==> config.mk <==
export PLATFORM = sky130hd
export DESIGN_NAME = resid_clamp_acc
export DESIGN_NICKNAME = d
export VERILOG_FILES = /design/src/rtl/rca_pkg.sv /design/src/rtl/rca_delay_line.sv /design/src/rtl/rca_resid_calc.sv /design/src/rtl/resid_clamp_acc.sv
export SDC_FILE = /design/constraint.sdc
export NUM_CORES = 1
export LEC_CHECK = 0
export BUFFER_PORTS_ARGS = -buffer_cell sky130_fd_sc_hd__buf_2
export CORE_MARGIN = 10
export CORE_UTILIZATION = 40
export DETAILED_ROUTE_END_ITERATION = 7
export PLACE_DENSITY = 0.63
export SETUP_SLACK_MARGIN = 0.3
export SYNTH_ARGS = -nofsm -noshare
export SYNTH_HDL_FRONTEND = slang
export SYNTH_SLANG_ARGS = --single-unit
==> constraint.sdc <==
create_clock -name clk -period 9.4 [get_ports clk]
set_input_delay 0.47 -clock clk [delete_from_list [all_inputs] [get_ports clk]]
set_output_delay 0.47 -clock clk [all_outputs]
set_load 0.03 [all_outputs]
==> src/rtl/rca_pkg.sv <==
`timescale 1ns/1ps
package rca_pkg;
  // where the raw (floating-base) value sits relative to the limits
  typedef enum logic [1:0] {
    ZONE_IN = 2'd0,
    ZONE_HI = 2'd1,
    ZONE_LO = 2'd2
  } zone_e;
endpackage

==> src/rtl/rca_delay_line.sv <==
`timescale 1ns/1ps
module rca_delay_line #(
  parameter int DEPTH = 4,
  parameter int W     = 24
) (
  input  logic                    clk,
  input  logic                    rst_n,
  input  logic                    shift_en,
  input  logic signed [W-1:0]     din,
  output logic [DEPTH-1:0][W-1:0] taps
);

  always_ff @(posedge clk or negedge rst_n) begin
    if (!rst_n) begin
      taps <= '0;
    end else if (shift_en) begin
      taps[0] <= din;
      for (int k = 1; k < DEPTH; k++) begin
        taps[k] <= taps[k-1];
      end
    end
  end


  shift_chk: assert property (@(posedge clk) disable iff (!rst_n)
    shift_en |=> ($signed(taps[0]) == $past(din)));

endmodule

==> src/rtl/rca_resid_calc.sv <==
`timescale 1ns/1ps
module rca_resid_calc
  import rca_pkg::*;
#(
  parameter int W      = 24,
  parameter int LIM_LO = 0,
  parameter int LIM_HI = 88
) (
  input  logic signed [W-1:0] raw,
  input  logic signed [W-1:0] corr,
  input  logic signed [W-1:0] step,
  input  zone_e               zone_prev,
  output logic signed [W-1:0] resid,
  output zone_e               zone
);

  localparam logic signed [W-1:0] LO_V = W'(LIM_LO);
  localparam logic signed [W-1:0] HI_V = W'(LIM_HI);

  always_comb begin
    resid = '0;
    zone  = ZONE_IN;
    if (raw > HI_V) begin
      zone = ZONE_HI;
      if (zone_prev == ZONE_HI) resid = (step > 0) ? -step : '0;
      else                      resid = HI_V - corr;
    end else if (raw < LO_V) begin
      zone = ZONE_LO;
      if (zone_prev == ZONE_LO) resid = (step < 0) ? -step : '0;
      else                      resid = LO_V - corr;
    end else begin
      if (corr > HI_V)      resid = HI_V - corr;
      else if (corr < LO_V) resid = LO_V - corr;
    end
  end

endmodule

==> src/rtl/resid_clamp_acc.sv <==
`timescale 1ns/1ps
module resid_clamp_acc
  import rca_pkg::*;
#(
  parameter int IN_W     = 16,
  parameter int LIM_LO   = 0,
  parameter int LIM_HI   = 88,
  parameter int FB_DEPTH = 4,
  localparam int ACC_W   = IN_W + 8
) (
  input  logic                    clk,
  input  logic                    rst_n,
  input  logic                    in_valid,
  output logic                    in_ready,
  input  logic signed [IN_W-1:0]  in_data,
  output logic                    out_valid,
  input  logic                    out_ready,
  output logic signed [ACC_W-1:0] out_data
);

  localparam logic signed [ACC_W-1:0] LO_V = ACC_W'(LIM_LO);
  localparam logic signed [ACC_W-1:0] HI_V = ACC_W'(LIM_HI);

  logic signed [ACC_W-1:0] acc_q, ff_q;
  zone_e                   zone_q, zone_n;
  logic signed [ACC_W-1:0] x_ext, fb, raw_n, ff_n, corr, resid;
  logic [FB_DEPTH-1:0][ACC_W-1:0] taps;
  logic                    accept;

  assign in_ready = !out_valid || out_ready;
  assign accept   = in_valid && in_ready;
  assign x_ext    = ACC_W'(in_data);
  assign fb       = $signed(taps[FB_DEPTH-1]);
  assign raw_n    = acc_q + x_ext + fb;
  assign ff_n     = ff_q - fb;
  assign corr     = raw_n + ff_n;

  rca_resid_calc #(.W(ACC_W), .LIM_LO(LIM_LO), .LIM_HI(LIM_HI)) u_calc (
    .raw       (raw_n),
    .corr      (corr),
    .step      (x_ext),
    .zone_prev (zone_q),
    .resid     (resid),
    .zone      (zone_n)
  );

  rca_delay_line #(.DEPTH(FB_DEPTH), .W(ACC_W)) u_dly (
    .clk      (clk),
    .rst_n    (rst_n),
    .shift_en (accept),
    .din      (resid),
    .taps     (taps)
  );

  always_ff @(posedge clk or negedge rst_n) begin
    if (!rst_n) begin
      acc_q     <= '0;
      ff_q      <= '0;
      zone_q    <= ZONE_IN;
      out_data  <= '0;
      out_valid <= 1'b0;
    end else begin
      if (accept) begin
        acc_q    <= raw_n;
        ff_q     <= ff_n + resid;
        zone_q   <= zone_n;
        out_data <= corr + resid;
      end
      if (accept)         out_valid <= 1'b1;
      else if (out_ready) out_valid <= 1'b0;
    end
  end

  // sum of pending residuals, used only by the bookkeeping check
  logic signed [ACC_W-1:0] tap_sum;
  always_comb begin
    tap_sum = '0;
    for (int k = 0; k < FB_DEPTH; k++) tap_sum = tap_sum + $signed(taps[k]);
  end


  hold_chk: assert property (@(posedge clk) disable iff (!rst_n)
    (out_valid && !out_ready) |=> (out_valid && $stable(out_data)));


  accept_chk: assert property (@(posedge clk) disable iff (!rst_n)
    (in_valid && in_ready) |=> out_valid);


  base_chk: assert property (@(posedge clk) disable iff (!rst_n)
    out_valid |-> (acc_q + ff_q == out_data));


  ff_sum_chk: assert property (@(posedge clk) disable iff (!rst_n)
    ff_q == tap_sum);


  stay_hi_chk: assert property (@(posedge clk) disable iff (!rst_n)
    (accept && zone_q == ZONE_HI && zone_n == ZONE_HI && x_ext > 0)
      |=> (out_data == $past(out_data)));


  stay_lo_chk: assert property (@(posedge clk) disable iff (!rst_n)
    (accept && zone_q == ZONE_LO && zone_n == ZONE_LO && x_ext < 0)
      |=> (out_data == $past(out_data)));

  if (FB_DEPTH == 1) begin : g_exact

    exact_range_chk: assert property (@(posedge clk) disable iff (!rst_n)
      out_valid |-> (out_data >= LO_V && out_data <= HI_V));
  end

endmodule

# Yosys cells after proc, flatten, opt, wreduce, memory -nomap -nowiden
# Cells that the tools add are included.
# totals
reg_bits,171
input_bits,20
out_inout_bits,26
word_cells,42
# op_classes
add_sub_neg,9
n_lt_le_gt_ge,6
n_eq_ne,2
n_mux,12
reduce_logical,4
# ops
op,n
$mux W24,8
$add A24 B24 Y24,4
$gt A24 B8 Y1 const B,2
$lt A24 B1 Y1 const B,2
$add A24 B16 Y24,1
$neg A24 Y24,1
$sub A1 B24 Y24 const A,1
$sub A24 B24 Y24,1
$sub A8 B24 Y24 const A,1
$gt A16 B1 Y1 const B,1
$lt A16 B1 Y1 const B,1
$mux W2,2
$eq A2 B1 Y1 const B,1
$eq A2 B2 Y1 const B,1
$mux W1,2
$reduce_bool A2 Y1,1
$logic_and A1 B1 Y1,1
$logic_not A1 Y1,1
$logic_or A1 B1 Y1,1

# Logic depth before layout (Yosys ltp)
# depth
depth_word,9
ltp_mapped,48
ltp_nobuf,46

# Modules after synthesis
# Synthesis repeated with hierarchy kept, for this count alone.
# hier_totals
cells_unflattened,1676
hier_area_um2,15197.1
# by_module_without_submodules
mod,instances,cells_per_inst,area_per_inst_um2,seq_area_each_um2
resid_clamp_acc,1,1060,8738.4,1876.8
rca_delay_line,1,203,3764.9,2402.3
rca_resid_calc,1,413,2693.8,0.0

# Worst setup path before layout
# No wires, ideal clock.
# synth_timing
path_kind,input to register
from,input in_data[1]
to,register out_data[22]
setup_time_ns,0.134
arrival_ns,9.255
required_ns,9.266
path_slack_ns,0.011
path_stages,40
n_path_buf,2
cell_sequence,fa_1 -> ha_1 -> fa_1 -> a211o_1 -> a21oi_1 -> o21ba_2 -> xor2_1 -> inv_1 -> ha_1 -> and3_2 -> o211ai_1 -> a211oi_1 -> nor2_1 -> a21boi_2 -> or2_1 -> or4_1 -> clkbuf_2 -> nor3_1 -> [... 4 more ...] -> a31oi_1 -> ha_1 -> fa_1 -> a21o_1 -> a21oi_1 -> o21bai_1 -> a21oi_1 -> o21bai_1 -> a21oi_1 -> o21bai_1 -> a2111oi_0 -> o31a_1 -> a2111oi_0 -> o21a_1 -> o21a_1 -> o41ai_1 -> xor2_1 -> o21ai_0
# synth_between
elab_chain_len,9
elab_cells_between_ends,21
cone_classes,7 x add/sub; 6 x order compare; 8 x mux
# synth_rtl
element,line_no,rtl
start: declaration,resid_clamp_acc.sv:15,"input logic signed [IN_W-1:0] in_data,"
$add A24 B16 Y24 *,resid_clamp_acc.sv:34,assign raw_n = acc_q + x_ext + fb;
$add A24 B24 Y24 *,resid_clamp_acc.sv:34,
via raw_n[9],resid_clamp_acc.sv:26,"logic signed [ACC_W-1:0] x_ext, fb, raw_n, ff_n, corr, resid;"
$add A24 B24 Y24,resid_clamp_acc.sv:36,assign corr = raw_n + ff_n;
$lt A24 B1 Y1,rca_resid_calc.sv:33,else if (corr < LO_V) resid = LO_V - corr;
$mux W24,rca_resid_calc.sv:33,
$mux W24,rca_resid_calc.sv:32,if (corr > HI_V) resid = HI_V - corr;
$mux W24,rca_resid_calc.sv:27,end else if (raw < LO_V) begin
$mux W24 *,rca_resid_calc.sv:23,if (raw > HI_V) begin
via resid[0],resid_clamp_acc.sv:26,
$add A24 B24 Y24 *,resid_clamp_acc.sv:67,out_data <= corr + resid;
end signal: assignment,resid_clamp_acc.sv:67,
end: declaration,resid_clamp_acc.sv:18,output logic signed [ACC_W-1:0] out_data
# Mark *: on every way through the listed nets, which the timed path passes. The rest lies on a longest branch.
# A chain may end at the register's enable or synchronous reset.

# Worst setup path in the final report
# layout_timing
from,register u_dly.taps[72] in the netlist's numbering
to,register out_data[22]
# layout_between
elab_chain_len,8
elab_cells_between_ends,16
cone_classes,6 x add/sub; 4 x order compare; 6 x mux
# layout_rtl
element,line_no,rtl
start: declaration,rca_delay_line.sv:10,output logic [DEPTH-1:0][W-1:0] taps
start signal: indexed assignment,rca_delay_line.sv:19,taps[k] <= taps[k-1];
$add A24 B24 Y24 *,resid_clamp_acc.sv:34,
via raw_n[13],resid_clamp_acc.sv:26,
$add A24 B24 Y24,resid_clamp_acc.sv:36,
$lt A24 B1 Y1,rca_resid_calc.sv:33,
$mux W24,rca_resid_calc.sv:33,
$mux W24,rca_resid_calc.sv:32,
$mux W24,rca_resid_calc.sv:27,
$mux W24 *,rca_resid_calc.sv:23,
via resid[1],resid_clamp_acc.sv:26,
$add A24 B24 Y24 *,resid_clamp_acc.sv:67,
# Marked as above.

==> flow_summary.json <==
{
  "register_area_um2": 4280,
  "drt_pre_antenna_iters": 5,
  "portBuffers": 45,
  "worstPathArrival_ns": 9.21,
  "worstRegToRegCells": 38,
  "worst_setup_path_end_kind": "flip-flop",
  "antenna_found_initial": 0,
  "syn_area_um2": 14800,
  "n_antenna_cell": 0,
  "fin_hold_ws_ns": 0.110,
  "tritoncts": "built",
  "dpl_cell_area_um2": 16600,
  "r2r_start": "u_dly.taps[72]",
  "relSlewSlack": 0.106,
  "drv_cap": 0,
  "io_pins": 46,
  "drcViolationCount": 0,
  "max_freq_mhz": 112,
  "avgSynthCellArea_um2": 8.18,
  "synth_flop_cell": "dfrtp_1",
  "cpMaxStageDelayCell": "or4_4",
  "synth_edf_count": 0,
  "setup_viol": 0,
  "crit_required_ns": 9.71,
  "die_area_um2": 45000,
  "critPathMaxStageDelay_ns": 0.54,
  "start_kind": "flip-flop",
  "initial_core_util": 0.405,
  "dieWidth_um": 212,
  "crit_top_cell": "a21oi_2",
  "synth-async-reset-ratio": 1.00,
  "synth.distinct_cells": 97,
  "grt_max_degree": 113,
  "worst_pin_slew_ns": 1.33,
  "syn_to_final_growth_pct": 20.7,
  "numCtsBuffers": 17,
  "hold_viol": 0,
  "via_count": 13984,
  "n_fill_cell": 3448,
  "drtAntennaViolNets": 0,
  "synthCells": 1807,
  "drt-wirelength-per-cell_um": 19.2,
  "ys_ff_latch": 171,
  "ys.warnings.count": 0,
  "overflow": 0,
  "clock_sink_count": 171,
  "cts_buffer_depth": 2,
  "slew_viol_final": 0,
  "finalCritPeriodShare": 0.947,
  "crit_type": "flip-flop to flip-flop",
  "dp.cells": 2413,
  "dr.first_iter.drc_count": 882,
  "grtUsageTotal": 0.212,
  "dp_hpwl_um": 35900,
  "rows": 70,
  "drt-vias-per-instance": 5.66,
  "finalWirelength_um": 47400,
  "die_h_um": 212,
  "crit_path_max_fanout": 5,
  "synth_seq_area_share": 0.290,
  "place_congestion": 0.954,
  "insertion_delay_ns": 0.46,
  "syn-num-nets": 1978,
  "fin_skew_ns": 0.0138,
  "design_area_um2": 17800,
  "htreeDepth": 4,
  "hold_class": "input port to async pin",
  "multi_input_area_um2": 10400,
  "finalWorstPathRequiredPeriod_ns": 8.90,
  "finalNonFillerCells": 2469,
  "rsz0062_at_grt": "true",
  "r2r_slack_ns": 0.50,
  "grt_pass1_vias": 13770,
  "grt_first_pass_wirelength_um": 75800,
  "clockRootBuffer": "clkbuf_16",
  "fin_nets": 2159,
  "worstSetupStartpoint": "u_dly.taps[72]",
  "utilization": 0.488,
  "clk_pin_slew_worst_paths_ns": 0.07,
  "core_area_um2": 36500,
  "drive_gt1_frac": 0.198,
  "r2r-end": "out_data[22]",
  "status": "finished, final reports clean"
}
==> cells by family (layout without fill, tap and decap cells) <==
| kind of cell | count (synthesis) | count (layout) | synth area share |
|---|---|---|---|
| buffers and inverters | 144 | 338 | 0.0384 |
| adders and majority gates | 151 | 151 | 0.142 |
| AOI/OAI and AO/OA | 471 | 471 | 0.213 |
| xor gates and xnor gates | 144 | 144 | 0.0889 |
| DFF | 171 | 171 | 0.290 |
| and+or+nand+nor | 708 | 708 | 0.215 |
| muxes | 18 | 18 | 0.0135 |
==> placed cells by master (no fill, tap or decap), types with 44 or more instances in the layout <==
master and instances:
buf_4 185, o21ai_0 117, xnor2_1 78, nand2_1 368, nor2_1 112, a21oi_1 85
xor2_1 53, ha_1 116, dfrtp_1 171, inv_1 70, nor3_1 55, buf_2 44
==> cell type report <==
cell class	count	share of cell area
multi-input combinational	1492	0.585
sequential	171	0.240
clock buffer	21	0.0264
inverter	71	0.0149
tap	468	0.0328
clock inverter	11	0.00617
timing repair buffer	235	0.0948
==> registers in the layout (all words and copies together) (netlist names) <==
signal,cells
acc_q,24
ff_q,24
out_data,24
out_valid,1
u_dly.taps,96
zone_q,2
==> through the flow <==
| step | TNS [ns] | setup slack (ns) |
|---|---|---|
| after floorplan | 0 | 0.313 |
| after global placement | -0.292 | -0.180 |
| after detailed placement | -0.924 | -0.316 |
| after CTS | 0 | 0.310 |
| after global routing | 0 | 0.118 |
| final | 0 | 0.497 |
==> how the worst max path moves through the flow <==
stage / depth (start not counted) / slack, ns / endpoint
6_report: 38 / 0.50 / out_data[22]
5_1_grt: 38 / 0.12 / out_data[22]
4_1_cts: 42 / 0.31 / ff_q[22]
3_5_place_dp: 41 / -0.32 / out_data[23]
3_3_place_gp: 41 / -0.18 / out_data[23]
2_1_floorplan: 40 / 0.31 / out_data[22]
==> layer usage <==
metal  wire length, µm  global-route usage  vias up  share of wire
met2             21900               0.341      375           0.46
met5                 0                   0        -              0
met3              2140              0.0302       84          0.045
met4              1220              0.0627        0          0.026
met1             22200               0.288     6761           0.47
li1                  -                   -     6764              -
==> synth_stat cells (12+ instances only) <==
| library cell | count | area, µm² |
|---|---|---|
| a211oi_1 | 13 | 97.6 |
| a21o_1 | 21 | 158 |
| a21oi_1 | 98 | 490 |
| a31oi_1 | 17 | 106 |
| and3_1 | 12 | 75.1 |
| clkbuf_1 | 56 | 210 |
| dfrtp_1 | 171 | 4280 |
| fa_1 | 28 | 561 |
| ha_1 | 123 | 1540 |
| inv_1 | 71 | 267 |
| mux2_2 | 12 | 135 |
| nand2_1 | 371 | 1390 |
| nand2b_1 | 21 | 131 |
| nand3_1 | 33 | 165 |
| nor2_1 | 115 | 432 |
| nor2b_1 | 16 | 100 |
| nor3_1 | 58 | 290 |
| o21a_1 | 20 | 150 |
| o21ai_0 | 127 | 636 |
| o21bai_1 | 21 | 158 |
| o221ai_1 | 14 | 123 |
| o31ai_1 | 14 | 105 |
| or3_1 | 21 | 131 |
| xnor2_1 | 81 | 709 |
| xor2_1 | 57 | 499 |
==> critical path, delay by kind of cell, from the launching register on <==
family	cells	cell delay, ns
and+or+nand+nor	6	1.67
adders and majority gates	5	1.78
xor gates and xnor gates	3	0.58
buffers and inverters	3	0.38
DFF	1	0.44
AOI/OAI and AO/OA	21	3.86
==> timing repair <==
item / in CTS / in global routing
hold buffers: 0 / 0
resized for setup: 20 / 84
pin swaps: 8 / 56
setup buffers: 2 / 22
endpoints found under the hold margin: 0 / 0
setup endpoints to repair: 7 / 21
Power is not shown: default switching activity piles up to over one toggle a cycle in this logic, so the estimate is an artifact.
